[src/rtl/spo_pkg.sv]
// Shared constants for the strobed output port: write targets, enable bit
// indices of the bit command, and status byte positions.
package spo_pkg;
    localparam logic [1:0] TGT_A   = 2'd0;
    localparam logic [1:0] TGT_B   = 2'd1;
    localparam logic [1:0] TGT_C   = 2'd2;
    localparam logic [1:0] TGT_CMD = 2'd3;

    localparam int EN_BIT_A = 6;
    localparam int EN_BIT_B = 2;

    localparam int ST_OBF_A  = 7;
    localparam int ST_INTE_A = 6;
    localparam int ST_INTR_A = 3;
    localparam int ST_INTE_B = 2;
    localparam int ST_OBF_B  = 1;
    localparam int ST_INTR_B = 0;
endpackage

[src/rtl/spo_ack_sync.sv]
// Brings an asynchronous active-low acknowledge into the clock domain through
// STAGES flip-flops and flags its falling and rising edges for one cycle.
// Assumes the idle level is high; reset fills the chain with ones so that no
// edge is reported when reset ends.
module spo_ack_sync #(
    parameter int STAGES = 2
) (
    input  logic clk,
    input  logic rst_n,
    input  logic ack_n_i,
    output logic ack_fall_o,
    output logic ack_rise_o
);
    logic [STAGES:0] pipe_q;

    // Shift the acknowledge through the synchronizer and the edge register.
    always_ff @(posedge clk) begin
        if (!rst_n) pipe_q <= '1;
        else        pipe_q <= {pipe_q[STAGES-1:0], ack_n_i};
    end

    assign ack_fall_o = !pipe_q[STAGES-1] &&  pipe_q[STAGES];
    assign ack_rise_o =  pipe_q[STAGES-1] && !pipe_q[STAGES];
endmodule

[src/rtl/spo_bsr.sv]
// Holds one interrupt-enable flag that the single-bit command updates.
// Assumes cmd_fire_i already means a taken write to the command address.
// A command with the mode flag set, or one with another bit index, is ignored.
module spo_bsr #(
    parameter int IDX_W  = 3,
    parameter int EN_BIT = 6
) (
    input  logic             clk,
    input  logic             rst_n,
    input  logic             cmd_fire_i,
    input  logic             mode_i,
    input  logic [IDX_W-1:0] idx_i,
    input  logic             val_i,
    output logic             inte_o
);
    localparam logic [IDX_W-1:0] MY_IDX = IDX_W'(EN_BIT);

    logic hit;
    assign hit = cmd_fire_i && !mode_i && (idx_i == MY_IDX);

    // Update the enable flag when a matching bit command arrives.
    always_ff @(posedge clk) begin
        if (!rst_n)   inte_o <= 1'b0;
        else if (hit) inte_o <= val_i;
    end


    inte_change_chk: assert property (@(posedge clk) disable iff (!rst_n)
        !$stable(inte_o) |-> $past(cmd_fire_i && !mode_i && idx_i == MY_IDX));
endmodule

[src/rtl/spo_channel.sv]
// One output channel: latches the written byte, drives the active-low
// data-waiting line, and raises the interrupt request when the acknowledge ends.
// Assumes the acknowledge edges arrive already synchronized. A write takes
// priority over an acknowledge edge in the same cycle.
module spo_channel #(
    parameter int DATA_W = 8
) (
    input  logic              clk,
    input  logic              rst_n,
    input  logic              wr_fire_i,
    input  logic [DATA_W-1:0] din_i,
    input  logic              ack_fall_i,
    input  logic              ack_rise_i,
    input  logic              inte_i,
    output logic [DATA_W-1:0] dout_o,
    output logic              obf_n_o,
    output logic              intr_o
);
    // Data latch, buffer-full flag and request flag, with the write first.
    always_ff @(posedge clk) begin
        if (!rst_n) begin
            dout_o  <= '0;
            obf_n_o <= 1'b1;
            intr_o  <= 1'b0;
        end else if (wr_fire_i) begin
            dout_o  <= din_i;
            obf_n_o <= 1'b0;
            intr_o  <= 1'b0;
        end else begin
            if (ack_fall_i)
                obf_n_o <= 1'b1;
            if (ack_rise_i && obf_n_o && inte_i)
                intr_o <= 1'b1;
        end
    end


    wr_take_chk: assert property (@(posedge clk) disable iff (!rst_n)
        wr_fire_i |=> (!obf_n_o && dout_o == $past(din_i)));


    dout_hold_chk: assert property (@(posedge clk) disable iff (!rst_n)
        !$stable(dout_o) |-> $past(wr_fire_i));


    obf_release_chk: assert property (@(posedge clk) disable iff (!rst_n)
        $rose(obf_n_o) |-> $past(ack_fall_i));


    intr_qual_chk: assert property (@(posedge clk) disable iff (!rst_n)
        $rose(intr_o) |-> $past(inte_i && obf_n_o && ack_rise_i));


    intr_clear_chk: assert property (@(posedge clk) disable iff (!rst_n)
        $fell(intr_o) |-> $past(wr_fire_i));
endmodule

[src/rtl/strobed_out_port.sv]
// Two-channel strobed output port. Detects the processor write edge, routes
// it to a channel or to the bit command, synchronizes each acknowledge, and
// packs the status byte. Assumes wr_n, cs_n, addr and din are synchronous to
// clk, and that ack_n may be asynchronous.
module strobed_out_port #(
    parameter int DATA_W      = 8,
    parameter int SYNC_STAGES = 2
) (
    input  logic              clk,
    input  logic              rst_n,
    input  logic              cs_n,
    input  logic              wr_n,
    input  logic [1:0]        addr,
    input  logic [DATA_W-1:0] din,
    input  logic [1:0]        ack_n,
    output logic [DATA_W-1:0] dout_a,
    output logic [DATA_W-1:0] dout_b,
    output logic [1:0]        obf_n,
    output logic [1:0]        intr,
    output logic [7:0]        status
);
    import spo_pkg::*;

    localparam int NCH   = 2;
    localparam int IDX_W = $clog2(DATA_W);

    logic              wr_q;
    logic              wr_take;
    logic              cmd_fire;
    logic [NCH-1:0]    inte;
    logic [DATA_W-1:0] dout_w [NCH];

    // Remember the previous strobe level so that only its falling edge counts.
    always_ff @(posedge clk) begin
        if (!rst_n) wr_q <= 1'b1;
        else        wr_q <= wr_n;
    end

    assign wr_take  = wr_q && !wr_n && !cs_n;
    assign cmd_fire = wr_take && (addr == TGT_CMD);

    for (genvar g = 0; g < NCH; g++) begin : g_ch
        localparam int          EN_BIT = (g == 0) ? EN_BIT_A : EN_BIT_B;
        localparam logic [1:0]  MY_TGT = (g == 0) ? TGT_A : TGT_B;
        logic fall_w, rise_w;

        spo_ack_sync #(.STAGES(SYNC_STAGES)) u_sync (
            .clk        (clk),
            .rst_n      (rst_n),
            .ack_n_i    (ack_n[g]),
            .ack_fall_o (fall_w),
            .ack_rise_o (rise_w)
        );

        spo_bsr #(.IDX_W(IDX_W), .EN_BIT(EN_BIT)) u_bsr (
            .clk        (clk),
            .rst_n      (rst_n),
            .cmd_fire_i (cmd_fire),
            .mode_i     (din[DATA_W-1]),
            .idx_i      (din[IDX_W:1]),
            .val_i      (din[0]),
            .inte_o     (inte[g])
        );

        spo_channel #(.DATA_W(DATA_W)) u_chan (
            .clk        (clk),
            .rst_n      (rst_n),
            .wr_fire_i  (wr_take && (addr == MY_TGT)),
            .din_i      (din),
            .ack_fall_i (fall_w),
            .ack_rise_i (rise_w),
            .inte_i     (inte[g]),
            .dout_o     (dout_w[g]),
            .obf_n_o    (obf_n[g]),
            .intr_o     (intr[g])
        );
    end

    assign dout_a = dout_w[0];
    assign dout_b = dout_w[1];

    // Pack the status byte; the two general-purpose positions read zero.
    always_comb begin
        status            = '0;
        status[ST_OBF_A]  = obf_n[0];
        status[ST_INTE_A] = inte[0];
        status[ST_INTR_A] = intr[0];
        status[ST_INTE_B] = inte[1];
        status[ST_OBF_B]  = obf_n[1];
        status[ST_INTR_B] = intr[1];
    end


    one_write_chk: assert property (@(posedge clk) disable iff (!rst_n)
        (!wr_n && $past(!wr_n)) |=> ($stable(dout_a) && $stable(dout_b)));


    port_c_quiet_chk: assert property (@(posedge clk) disable iff (!rst_n)
        (addr == TGT_C || cs_n) |=> ($stable(dout_a) && $stable(dout_b)));
endmodule

[config.mk]
export PLATFORM = sky130hd
export DESIGN_NAME = strobed_out_port
export DESIGN_NICKNAME = d
export VERILOG_FILES = /design/src/rtl/spo_pkg.sv /design/src/rtl/spo_ack_sync.sv /design/src/rtl/spo_bsr.sv /design/src/rtl/spo_channel.sv /design/src/rtl/strobed_out_port.sv
export SDC_FILE = /design/constraint.sdc
export NUM_CORES = 1
export LEC_CHECK = 0
export ABC_AREA = 1
export BUFFER_PORTS_ARGS = -buffer_cell sky130_fd_sc_hd__buf_4
export CAP_MARGIN = 25
export CORE_MARGIN = 3
export CORE_UTILIZATION = 45
export DETAILED_ROUTE_END_ITERATION = 16
export PLACE_DENSITY = 0.8
export REMOVE_ABC_BUFFERS = 1
export SLEW_MARGIN = 20
export SYNTH_ARGS = -nofsm -noshare
export SYNTH_HDL_FRONTEND = slang
export SYNTH_SLANG_ARGS = --single-unit
[constraint.sdc]
create_clock -name clk -period 1.8 [get_ports clk]
set_clock_uncertainty 0.1 [all_clocks]
set_input_delay 0.18 -clock clk [delete_from_list [all_inputs] [get_ports clk]]
set_output_delay 0.18 -clock clk [all_outputs]
set_load 0.01 [all_outputs]
==> out/qor.yml <==
clock_tree:
  numCtsBuffers: 5
  clk_latency_ps: 320
  cts_tree: "done"
  clockRootBuffer: "clkbuf_4"
  htreeDepth: 2
  clkTransAtPathRegs_ps: 90
  numClockSinks: 29
  clk_path_buf_depth: 2
  cts.repair.resized: 0
worst_setup_path:
  cp-end-kind: "flip-flop"
  critical_path_class: "input pin to flip-flop"
  cp_data_required_time_ps: 1920
  reg2reg_slack_ps: 700
  worst_ep_arrival_time_ps: 1520
  reg2reg_to: "g_ch[0].u_chan.obf_n_o$_SDFFE_PN1P_"
  cp-start-kind: "input pin"
  reg2reg_depth: 5
  crit_fanout: 18
  r2r_start: "wr_q$_SDFF_PN1_"
synth:
  ys_ff_latch: 29
  yosys_warnings: 0
  ys_types: 22
  syn_area_um2: 1215
  syn_inst: 156
  ys_seq_area_share_pct: 47.79
  syn_area_per_cell_um2: 7.788
power:
  clock_power_share_pct: 45.5
  switching_share_pct: 21.10
  finalPower_mw: 1.455
  p_leak_nw: 0.7762
  power_frac_seq_pct: 45.8
  max-vdd-ir-drop_uv: 995.5
  combPwrFrac_pct: 8.7
  p_sw_uw: 306.9
  p_int_mw: 1.148
  powerDensity_nw_per_um2: 919.8
run:
  cap_violations: 0
worst_hold_path:
  min_path_type: "input pin to flip-flop"
  min-delay-start: "din[1]"
  whs_endpoint: "g_ch[0].u_chan.dout_o[1]$_SDFFE_PN0P_"
  hold_depth: 3
placement:
  gp_congestion: 0.8038
  portBuffers: 41
  dp_hpwl_mm: 1.846
detailed_routing:
  wl_mm: 2.456
  first_iter_violations: 28
  num_vias: 1072
  routedWlPerCell_um: 11.01
  post_drt_via_cell_ratio: 4.807
  drtPass1Iterations: 4
  drc: 0
  ant_nets: 0
cells_and_area:
  multi_input_area_um2: 459.2
  ff_latch_area_um2: 580.6
  nets: 208
  n_antenna_cell: 0
  synthToLayoutAreaGrowth_pct: 30.18
  fillers: 218
  mostFrequentLayoutCells: "buf_4 (41), nand2_1 (30), dfxtp_1 (29), nor2_1 (25), nand3_1 (15)"
  final_layout_size_suffix_gt1_share_pct: 30.05
  final_common_cell: "buf_4"
floorplanning:
  core_area_um2: 2522
  rows: 18
  die_width_um: 57.96
  die_area_um2: 3359
  io_pins: 44
  start_util_pct: 48.16
  die_y_um: 57.96
grt:
  antenna_found_initial: 0
  grt_pass1_wl_mm: 4.050
  grtUsageTotal_pct: 15.93
  grt_overflow: 0
  first_global_vias: 956
  grt_max_degree: 30
sta:
  final.setup.tns_ps: 0
  layout_min_cycle_time_ps: 1405
  max_freq_ghz: 0.7117
  fin_crit_sh_pct: 78.06
  report.final.hold_viol_count: 0
  slew_violations: 0
  finalSetupViolations: 0
  rsz0062_at_grt: "false"
run_status:
  status: "complete, no violations"
==> synthesized netlist by cell type <==
library cell,instances,area [um2]
inv_1,13,48.80
inv_4,1,6.260
clkinv_2,1,5.000
nor2_4,1,11.26
nand3b_1,4,30.03
nand3_1,15,75.07
a21boi_0,2,15.01
buf_6,1,11.26
nor2_2,2,12.51
conb_1,1,3.750
a41oi_1,2,17.52
nand2_2,3,18.77
buf_4,12,90.09
inv_2,1,3.750
buf_2,2,10.01
a21boi_1,6,45.04
o21ai_0,2,10.01
nand2_1,30,112.6
clkbuf_1,1,3.750
nor2_1,25,93.84
a21oi_1,2,10.01
dfxtp_1,29,580.6
==> state kept, by name, summed over array words and instances, names as in the netlist <==
signal / flops
g_ch.u_chan.dout_o: 16
g_ch.u_sync.pipe_q: 6
g_ch.u_bsr.inte_o: 2
g_ch.u_chan.intr_o: 2
g_ch.u_chan.obf_n_o: 2
wr_q: 1
==> what timing repair did <==
action | 4_1_cts | 5_1_grt
hold buffers | 3 | 0
buffers inserted | 0 | 0
hold endpoints to repair | 3 | 0
==> through the flow <==
| step | cells | cell area, um2 | hold WS (ps) | utilization, % | worst slack [ps] |
|---|---|---|---|---|---|
| final | 223 | 1582 | 48.51 | 62.70 | 394.9 |
| after global placement | 212 | 1449 | 248.9 | 57.44 | 654.4 |
| after detailed placement | 212 | 1449 | 256.0 | 57.44 | 613.0 |
| after CTS | 223 | 1582 | 38.21 | 62.70 | 407.4 |
| after floorplan | 141 | 1104 | 148.7 | - | 818.5 |
| after global routing | 223 | 1582 | 33.71 | 62.70 | 317.1 |
==> layout make-up <==
cell class / instances / area share, %
flip-flops and latches: 29 / 36.71
repair buffers: 44 / 21.36
inverters: 16 / 4.035
multi-input cells: 96 / 29.03
well taps: 30 / 2.373
clock buffers: 5 / 2.373
clock inverters: 3 / 4.114
==> metal layers <==
layer  wire, um  global-route usage (%)
met1       1021                   18.78
met5          0                       0
met2       1185                   25.97
met3        200                   5.122
met4         48                   7.947
==> critical path, stage by stage <==
cell           delay (ps)
dlygate4sd3_1         540
buf_4                 140
nor2_2                100
nand2_2                70
inv_4                 150
nand2_2               160
o21ai_0               120
nand2_1                60
==> worst max-delay path by stage <==
stage | startpoint | endpoint | slack, ps | depth (start not counted)
2_1_floorplan | wr_q$_SDFF_PN1_ | g_ch[0].u_chan.obf_n_o$_SDFFE_PN1P_ | 820 | 5
3_3_place_gp | wr_n | g_ch[0].u_chan.obf_n_o$_SDFFE_PN1P_ | 650 | 7
3_5_place_dp | addr[0] | g_ch[0].u_chan.obf_n_o$_SDFFE_PN1P_ | 610 | 5
4_1_cts | wr_n | g_ch[0].u_chan.obf_n_o$_SDFFE_PN1P_ | 410 | 8
5_1_grt | wr_n | g_ch[0].u_chan.obf_n_o$_SDFFE_PN1P_ | 320 | 8
6_report | wr_n | g_ch[0].u_chan.obf_n_o$_SDFFE_PN1P_ | 390 | 8
==> power groups by stage <==
stage	combinational, mW	sequential (mW)	clock (mW)
floorplan	0.0523	0.685	0
global placement	0.118	0.680	0
detailed placement	0.122	0.681	0
CTS	0.128	0.666	0.668
global route	0.142	0.669	0.698
finish	0.127	0.666	0.661
==> logic make-up after synthesis <==
group,count (synthesis),synth area share (%)
compound gates,14,8.033
buf+inv,32,14.73
flops,29,47.79
other cells,1,0.3087
simple gates,80,29.15
No activity file was read; power rests on OpenSTA's default activity.
